File: src/rtl/timer_pkg.sv
package timer_pkg;
  localparam int ADDR_W = 8;
  localparam logic [ADDR_W-1:0] OFF_IE   = 8'h00;
  localparam logic [ADDR_W-1:0] OFF_STS  = 8'h04;
  localparam logic [ADDR_W-1:0] OFF_CTRL = 8'h10;
  localparam logic [ADDR_W-1:0] OFF_IVAL = 8'h14;
  localparam logic [ADDR_W-1:0] OFF_CUR  = 8'h18;
  localparam int CTRL_EN    = 0;
  localparam int CTRL_RELD  = 1;
  localparam int CTRL_SRC   = 2;
  localparam int CTRL_EXP_LO = 4;
endpackage

File: src/rtl/tick_gen.sv
module tick_gen #(
  parameter int PRE_BITS = 3
) (
  input  logic                clk,
  input  logic                rst_n,
  input  logic                en,
  input  logic                src_osc,
  input  logic                osc_tick,
  input  logic [PRE_BITS-1:0] exp_sel,
  output logic                tick
);
  localparam int PW = (1 << PRE_BITS) - 1;

  logic [PW-1:0] pcnt;
  logic [PW:0]   span;
  logic [PW-1:0] mask;
  logic          base;

  always_comb begin
    base = src_osc ? osc_tick : 1'b1;
    span = (PW+1)'(1) << exp_sel;
    mask = PW'(span - (PW+1)'(1));
    tick = en && base && ((pcnt & mask) == mask);
  end

  always_ff @(posedge clk) begin
    if (!rst_n || !en) pcnt <= '0;
    else if (base)     pcnt <= tick ? '0 : pcnt + PW'(1);
  end

  // no tick while the channel is disabled
  assert_tick_gated_R3: assert property (@(posedge clk) disable iff (!rst_n)
    tick |-> en);
  // oscillator source ticks only on oscillator pulses
  assert_tick_source_R5: assert property (@(posedge clk) disable iff (!rst_n)
    (src_osc && !osc_tick) |-> !tick);
endmodule

File: src/rtl/count_core.sv
module count_core #(
  parameter int W = 32
) (
  input  logic         clk,
  input  logic         rst_n,
  input  logic         tick,
  input  logic         reload,
  input  logic         ld,
  input  logic [W-1:0] ld_val,
  input  logic [W-1:0] interval,
  output logic [W-1:0] cnt,
  output logic         expire
);
  assign expire = tick && !ld && (cnt == W'(1));

  always_ff @(posedge clk) begin
    if (!rst_n)                   cnt <= '0;
    else if (ld)                  cnt <= ld_val;
    else if (tick && cnt != '0) begin
      if (cnt == W'(1))           cnt <= reload ? interval : '0;
      else                        cnt <= cnt - W'(1);
    end
  end

  // without a tick or a load the counter holds
  assert_hold_no_tick_R3: assert property (@(posedge clk) disable iff (!rst_n)
    (!ld && !tick) |=> $stable(cnt));
  // one-shot expiry parks the counter at zero
  assert_oneshot_zero_R7: assert property (@(posedge clk) disable iff (!rst_n)
    (expire && !reload) |=> (cnt == '0));
  // periodic expiry loads the interval
  assert_reload_R8: assert property (@(posedge clk) disable iff (!rst_n)
    (expire && reload) |=> (cnt == $past(interval)));
endmodule

File: src/rtl/irq_ctrl.sv
module irq_ctrl (
  input  logic clk,
  input  logic rst_n,
  input  logic expire,
  input  logic clr,
  input  logic ie_wr,
  input  logic ie_val,
  output logic sts,
  output logic ie,
  output logic irq
);
  always_ff @(posedge clk) begin
    if (!rst_n) begin
      sts <= 1'b0;
      ie  <= 1'b0;
    end else begin
      if (expire)   sts <= 1'b1;
      else if (clr) sts <= 1'b0;
      if (ie_wr)    ie  <= ie_val;
    end
  end

  assign irq = sts & ie;

  // every expiry leaves the pending flag set
  assert_set_on_expiry_R6: assert property (@(posedge clk) disable iff (!rst_n)
    expire |=> sts);
  // pending flag only falls through a clear write
  assert_sticky_R10: assert property (@(posedge clk) disable iff (!rst_n)
    (sts && !clr) |=> sts);
endmodule

File: src/rtl/interval_timer.sv
module interval_timer
  import timer_pkg::*;
#(
  parameter int W        = 32,
  parameter int PRE_BITS = 3
) (
  input  logic              clk,
  input  logic              rst_n,
  input  logic              osc_tick,
  input  logic [ADDR_W-1:0] bus_addr,
  input  logic              bus_wr,
  input  logic [W-1:0]      bus_wdata,
  output logic [W-1:0]      bus_rdata,
  output logic              irq
);
  logic                en_q, reld_q, src_q;
  logic [PRE_BITS-1:0] exp_q;
  logic [W-1:0]        ival_q;
  logic [W-1:0]        cnt;
  logic                tick, expire, sts, ie;
  logic                wr_ie, wr_sts, wr_ctrl, wr_ival, wr_cur;

  always_comb begin
    wr_ie   = bus_wr && bus_addr == OFF_IE;
    wr_sts  = bus_wr && bus_addr == OFF_STS;
    wr_ctrl = bus_wr && bus_addr == OFF_CTRL;
    wr_ival = bus_wr && bus_addr == OFF_IVAL;
    wr_cur  = bus_wr && bus_addr == OFF_CUR;
  end

  always_ff @(posedge clk) begin
    if (!rst_n) begin
      en_q   <= 1'b0;
      reld_q <= 1'b0;
      src_q  <= 1'b0;
      exp_q  <= '0;
      ival_q <= '0;
    end else begin
      if (wr_ctrl) begin
        en_q   <= bus_wdata[CTRL_EN];
        reld_q <= bus_wdata[CTRL_RELD];
        src_q  <= bus_wdata[CTRL_SRC];
        exp_q  <= bus_wdata[CTRL_EXP_LO +: PRE_BITS];
      end else if (expire && !reld_q) begin
        en_q   <= 1'b0;
      end
      if (wr_ival) ival_q <= bus_wdata;
    end
  end

  tick_gen #(.PRE_BITS(PRE_BITS)) u_tick (
    .clk(clk), .rst_n(rst_n), .en(en_q), .src_osc(src_q),
    .osc_tick(osc_tick), .exp_sel(exp_q), .tick(tick));

  count_core #(.W(W)) u_core (
    .clk(clk), .rst_n(rst_n), .tick(tick), .reload(reld_q),
    .ld(wr_cur), .ld_val(bus_wdata), .interval(ival_q),
    .cnt(cnt), .expire(expire));

  irq_ctrl u_irq (
    .clk(clk), .rst_n(rst_n), .expire(expire),
    .clr(wr_sts && bus_wdata[0]), .ie_wr(wr_ie), .ie_val(bus_wdata[0]),
    .sts(sts), .ie(ie), .irq(irq));

  always_comb begin
    bus_rdata = '0;
    unique case (bus_addr)
      OFF_IE:   bus_rdata[0] = ie;
      OFF_STS:  bus_rdata[0] = sts;
      OFF_CTRL: begin
        bus_rdata[CTRL_EN]   = en_q;
        bus_rdata[CTRL_RELD] = reld_q;
        bus_rdata[CTRL_SRC]  = src_q;
        bus_rdata[CTRL_EXP_LO +: PRE_BITS] = exp_q;
      end
      OFF_IVAL: bus_rdata = ival_q;
      OFF_CUR:  bus_rdata = cnt;
      default:  bus_rdata = '0;
    endcase
  end

  // one-shot expiry drops the enable bit unless software rewrites control
  assert_oneshot_disable_R7: assert property (@(posedge clk) disable iff (!rst_n)
    (expire && !reld_q && !wr_ctrl) |=> !en_q);
endmodule

File: config.mk
export PLATFORM = sky130hd
export DESIGN_NAME = interval_timer
export DESIGN_NICKNAME = d
export VERILOG_FILES = /design/src/rtl/timer_pkg.sv /design/src/rtl/tick_gen.sv /design/src/rtl/count_core.sv /design/src/rtl/irq_ctrl.sv /design/src/rtl/interval_timer.sv
export SDC_FILE = /design/constraint.sdc
export NUM_CORES = 1
export LEC_CHECK = 0
export ABC_CLOCK_PERIOD_IN_PS = 2200
export CORE_ASPECT_RATIO = 0.7
export CORE_MARGIN = 2
export CORE_UTILIZATION = 45
export CTS_CLUSTER_DIAMETER = 40
export CTS_CLUSTER_SIZE = 40
export DETAILED_ROUTE_END_ITERATION = 16
export PLACE_DENSITY_LB_ADDON = 0.2
export REMOVE_ABC_BUFFERS = 1
export SLEW_MARGIN = 30
export SYNTH_ARGS = -nofsm -noshare
export SYNTH_HDL_FRONTEND = slang
export SYNTH_SLANG_ARGS = --single-unit
File: constraint.sdc
create_clock -name clk -period 2.2 [get_ports clk]
set_clock_uncertainty 0.1 [all_clocks]
set_input_delay 0.44 -clock clk [delete_from_list [all_inputs] [get_ports clk]]
set_output_delay 0.44 -clock clk [all_outputs]
set_load 0.03 [all_outputs]
After elaboration in Yosys (flattened, before gate mapping)
Cells that the tools add are included.
{"block": "totals", "reg_bits": 79, "latchBits": 0, "mem_bits_rw": 0, "romBits": 0, "inputBits": 44, "out_inout_bits": 33, "elab_cells": 58, "n_memories": 0}
{"block": "op_classes", "addsub": 3, "n_mul": 0, "div_mod_pow": 0, "order_cmp": 0, "n_eq_ne": 6, "shifts": 1, "mux": 15, "bitwise_logic": 2, "reduce_logical": 22}
{"cell": "2-to-1 mux 32 bit", "count": 4}
{"cell": "case mux 25 bit (2 select lines)", "count": 1}
{"cell": "== test 32 x 1 -> 1 bit, second input constant", "count": 1}
{"cell": "nonzero test 32 bit", "count": 1}
{"cell": "subtractor 32 x 1 -> 32 bit, second input constant", "count": 1}
{"cell": "== test 8 x 5 -> 1 bit, second input constant", "count": 3}
{"cell": "logical AND 1 bit", "count": 12}
{"cell": "case mux 3 bit (3 select lines)", "count": 1}
{"cell": "== test 8 x 3 -> 1 bit, second input constant", "count": 1}
{"cell": "zero test 8 bit", "count": 1}
{"cell": "adder 7 x 1 -> 7 bit, second input constant", "count": 1}
{"cell": "AND 7 bit", "count": 1}
{"cell": "== test 7 bit", "count": 1}
{"cell": "2-to-1 mux 7 bit", "count": 1}
{"cell": "left shift 1 x 3 -> 7 bit, first input constant", "count": 1}
{"cell": "subtractor 7 x 1 -> 7 bit, second input constant", "count": 1}
{"cell": "case mux 2 bit (3 select lines)", "count": 1}
{"cell": "nonzero test 2 bit", "count": 3}
{"cell": "2-to-1 mux 1 bit", "count": 5}
{"cell": "case mux 1 bit (5 select lines)", "count": 1}
{"cell": "zero test 1 bit", "count": 4}
{"cell": "case mux 1 bit (2 select lines)", "count": 1}
{"cell": "AND 1 bit", "count": 1}
{"cell": "logical OR 1 bit", "count": 1}

Depth between registers and ports, before layout
{"block": "logic_depth", "ltp_word": 10, "mapped_depth": 9, "mapped_depth_nobuf": 8}

Hierarchy
From an unflattened synthesis, not the netlist that was laid out.
{"block": "hier_totals", "hier_cells": 604, "hier_area_um2": 5039.8}
{"mod": "count_core", "instances": 1, "cells_each": 330, "area_each_um2": 2503.7, "seq_area_each_um2": 640.6}
{"mod": "interval_timer", "instances": 1, "cells_each": 221, "area_each_um2": 2023.2, "seq_area_each_um2": 760.7}
{"mod": "tick_gen", "instances": 1, "cells_each": 46, "area_each_um2": 427.9, "seq_area_each_um2": 140.1}
{"mod": "irq_ctrl", "instances": 1, "cells_each": 7, "area_each_um2": 85.1, "seq_area_each_um2": 40.0}

Worst setup path before layout
No wires, ideal clock.
{"block": "synth_timing", "path_kind": "input port to output port", "from": "in bus_addr[1]", "to": "out bus_rdata[1]", "arrival_ns": 1.941, "required_ns": 1.660, "slack_ns": -0.281, "stages": 6, "path_buffers": 1, "cell_sequence": "nor4_1 nand2b_1 nor3_1 clkbuf_1 a22oi_1 nand2_1"}
{"block": "synth_between", "elab_chain_cells": 2, "word_cells_on_any_way": 4, "cone_classes": "3 x eq/ne; 1 x mux"}
{"element": "start, declared", "line": "interval_timer.sv:10", "text": "input logic [ADDR_W-1:0] bus_addr,"}
{"element": "== test 8 x 5 -> 1 bit", "line": "interval_timer.sv:67", "text": "unique case (bus_addr)"}
{"element": "case mux 2 bit (3 select lines) (*)", "line": "interval_timer.sv:67"}
{"element": "end, declared", "line": "interval_timer.sv:13", "text": "output logic [W-1:0] bus_rdata,"}
Mark *: on every way between the ends. The rest lies on a longest branch, timed or not.

Worst setup path in the final report
{"block": "layout_timing", "from": "reg u_core.cnt[25]", "to": "reg u_core.cnt[2]"}
{"block": "layout_between", "elab_chain_cells": 4, "word_cells_on_any_way": 7, "cone_classes": "1 x eq/ne; 3 x mux; 3 x reduce/logical"}
{"element": "start, declared", "line": "count_core.sv:11", "text": "output logic [W-1:0] cnt,"}
{"element": "start signal, assigned", "line": "count_core.sv:18", "text": "else if (ld) cnt <= ld_val;"}
{"element": "start signal, assigned", "line": "count_core.sv:20", "text": "if (cnt == W'(1)) cnt <= reload ? interval : '0;"}
{"element": "start signal, assigned", "line": "count_core.sv:21", "text": "else cnt <= cnt - W'(1);"}
{"element": "== test 32 x 1 -> 1 bit", "line": "count_core.sv:20"}
{"element": "2-to-1 mux 32 bit", "line": "count_core.sv:20"}
{"element": "2-to-1 mux 32 bit", "line": "count_core.sv:19", "text": "else if (tick && cnt != '0) begin"}
{"element": "2-to-1 mux 32 bit", "line": "count_core.sv:18"}
Parallel ways exist; a longest one is shown, timed or not. The select of a mux whose other input is x is not followed.
A chain may end at the register's enable or synchronous reset.

==> metrics.md <==
| Metric | Value |
|---|---|
| Min cycle time layout | 2580 ps |
| Critical Path End | u_core.cnt[2]$_SDFFE_PN0P_ |
| Distinct cells, synth | 56 |
| Synthesis Warnings | 0 |
| Total wire length | 20800 um |
| Clock-pin transition on the worst setup and hold timing paths | 60 ps |
| Core area | 9800 um^2 |
| DR pass1 iterations | 6 |
| Tightest Pin Transition | 577 ps |
| CP startpoint | u_core.cnt[25]$_SDFFE_PN0P_ |
| Final hold violation count | 0 |
| Reg2reg setup slack | -380 ps |
| CP Capture Type | register |
| Final worst-path cycle share | 117% |
| DP HPWL | 11500 um |
| Reg area | 1590 um^2 |
| Worst path arrival time | 2700 ps |
| Highest net fanout along the worst path | 5 |
| Main flop type after synthesis | dfxtp_1 |
| Ys async rst share | 0% |
| Reg-to-reg critical path startpoint | u_core.cnt[25]$_SDFFE_PN0P_ |
| Slew Limit Fails | 0 |
| Cts bufs inserted | 9 |
| Gr usage total | 33.4% |
| Hold-fix buffers at CTS | 0 |
| Maxcap violations | 0 |
| Initial antenna violation count | 0 |
| Max Fclk | 0.387 GHz |
| RSZ-0062 raised after global routing | yes |
| Post-synth EDFFs | 0 |
| Syn avg cell area | 7.57 um^2 |
| Antenna Nets Post-Route | 0 |
| DRC viols | 0 |
| Reg2reg end | u_core.cnt[2]$_SDFFE_PN0P_ |
| FF-to-FF path depth | 9 |
| Share of layout cells above drive strength 1 | 40.2% |
| Pwr Total | 3360 uW |
| Congestion Overflow GR | 0 |
| # IOs | 77 |
| Area of the multi-input gates | 3400 um^2 |
| P_leak | 0.00318 uW |
| Number of global-route vias before repair | 5376 |
| CTS tree | yes |
| Min-delay worst type | register to register |
| GP Congestion | 0.938 |
| Nets | 848 |
| Slew headroom | 60.6% |
| Startpoint types | register |
| Clk_lat worst skew | 350 ps |
| Synthesized cell area | 4570 um^2 |
| Via count | 6008 |
| Die W | 124 um |
| Clk sinks | 79 |
| Antenna diodes | 0 |
| Starting DRT DRC Count | 746 |
| First-pass GRT wire length | 28600 um |
| Largest net degree at the start of global routing | 33 |
| Power per cell area | 429 nW/um^2 |
| Area delta synth->final | 71.6% |
| Syn Inst Count | 603 |
| Status | complete, but fails checks |
| Fill cells | 589 |
| Chip height | 88.3 um |
| Root buf cell | clkbuf_16 |
| # H-tree levels | 3 |
| CTS max path bufs | 2 |
| Pre-CTS setup slack | -699 ps |
| Worst setup margin | -381 ps |
| Initial core utilization | 46.6% |
| Final Setup Violations | 66 |
| # rows | 30 |
| Number of synthesized register bits | 79 |
| Vias per cell | 6.44 |
| Crit path kind | register to register |
| Wire per inst | 22.3 um |
| Sequential share of the synthesized area | 34.6% |
| Failing checks | setup timing |
| Peak VDD IR | 408 uV |
| Die area | 11000 um^2 |
| CP Data Required Time | 2320 ps |
| Port Buffers | 76 |
[routing by layer]
| layer | routed length [um] | global-route usage (%) | up-vias |
|---|---|---|---|
| li1 | - | - | 2609 |
| met5 | 0 | 0 | - |
| met4 | 721 | 15.6 | 0 |
| met2 | 9210 | 50.7 | 450 |
| met3 | 2400 | 10.0 | 90 |
| met1 | 8510 | 44.2 | 2859 |
[logic make-up (layout without fill, tap and decap cells)]
logic type,count (synthesis),in the layout,share of synthesized area [%]
AND/OR/NAND/NOR,244,244,25.9
AO/OA/AOI/OAI,192,192,27.5
flip-flops,79,79,34.6
buffers and inverters,56,258,5.23
XOR/XNOR,26,26,4.99
adder cells (fa/ha/maj),3,3,0.822
multiplexers,3,3,0.932
[per-stage QoR]
| stage | instance area [um^2] | hold slack [ps] | TNS, ps | instances | utilization [%] |
|---|---|---|---|---|---|
| after floorplan | 4350 | 346 | -129710 | 554 | - |
| after global placement | 6090 | 358 | -40290 | 870 | 62.2 |
| after detailed placement | 6090 | 363 | -51860 | 870 | 62.2 |
| after CTS | 7320 | 374 | -14110 | 916 | 74.7 |
| after global routing | 7840 | 395 | -18370 | 933 | 80.0 |
| final | 7840 | 380 | -14320 | 933 | 80.0 |
[synth_stat cells (4+ instances only)]
cell type  number  area, um^2
a21oi_1        79         395
a22o_1         27         236
a22oi_1        13        97.6
a31oi_1         8        50.1
buf_2           8        40.0
clkbuf_1       37         139
dfxtp_1        79        1580
inv_1           7        26.3
nand2_1       122         458
nand2b_1        4        25.0
nand3_1        25         125
nand4_1         4        25.0
nor2_1         30         113
nor3_1         13        65.1
nor4_1         12        75.1
o211ai_1        6        45.0
o21ai_0        15        75.1
o21ai_1         6        30.0
o221ai_1       17         149
or3_1           9        56.3
or4_1           4        30.0
xnor2_1        11        96.3
xor2_1         15         131
[placed cells by master (no fill, tap or decap), types with 9 or more instances in the layout]
cell type        count
xnor2_1             11
a21oi_1             67
o221ai_2             9
a22o_1              23
clkbuf_16           10
nor4_4               9
buf_6               56
xor2_1              15
buf_4              116
a21oi_2             11
nand2_1            116
dfxtp_1             72
nand3_1             14
buf_12              11
clkdlybuf4s50_1     36
nor2_1              24
[flip-flops by register name (all words and copies together), names as in the netlist]
signal,cells
en_q,1
exp_q,3
ival_q,32
reld_q,1
src_q,1
u_core.cnt,32
u_irq.ie,1
u_irq.sts,1
u_tick.pcnt,7
[power breakdown]
group	internal, uW	total (uW)	switching (uW)
registers	1430	1430	2.09
logic	151	297	147
clock network	1020	1630	614
total	2600	3360	763
[critical path, stage by stage, from the launching register on]
cell and delay [ps]:
dfxtp_2 320, or4_4 550, or4_4 530, nor3_4 170, buf_12 150, buf_6 100, buf_8 120, o21ai_1 80
a22oi_1 220, a21oi_1 110
[worst min-delay path by stage]
stage,startpoint,end,slack (ps),cells after the start
after detailed placement,ival_q[8]$_SDFFE_PN0P_,ival_q[8]$_SDFFE_PN0P_,360,2
after CTS,ival_q[20]$_SDFFE_PN0P_,ival_q[20]$_SDFFE_PN0P_,370,2
after floorplan,ival_q[0]$_SDFFE_PN0P_,ival_q[0]$_SDFFE_PN0P_,350,2
after global placement,ival_q[16]$_SDFFE_PN0P_,ival_q[16]$_SDFFE_PN0P_,360,2
final,ival_q[29]$_SDFFE_PN0P_,ival_q[29]$_SDFFE_PN0P_,380,2
after global routing,ival_q[7]$_SDFFE_PN0P_,ival_q[7]$_SDFFE_PN0P_,400,2
[layout make-up]
| type | instances | area share, % |
|---|---|---|
| Multi-Input combinational cell | 468 | 43.4 |
| Timing Repair Buffer | 236 | 29.9 |
| Sequential cell | 79 | 20.3 |
| Clock buffer | 11 | 3.10 |
| Tap cell | 128 | 2.04 |
| Clock inverter | 4 | 0.894 |
| Inverter | 7 | 0.335 |
[repair_timing]
| action | in CTS | in global routing |
|---|---|---|
| pin swaps | 46 | 67 |
| resized for setup | 156 | 99 |
| setup buffers | 23 | 21 |
| gates cloned | 8 | 2 |
| setup endpoints to repair | 98 | 66 |
(Power assumes the default switching activity.)
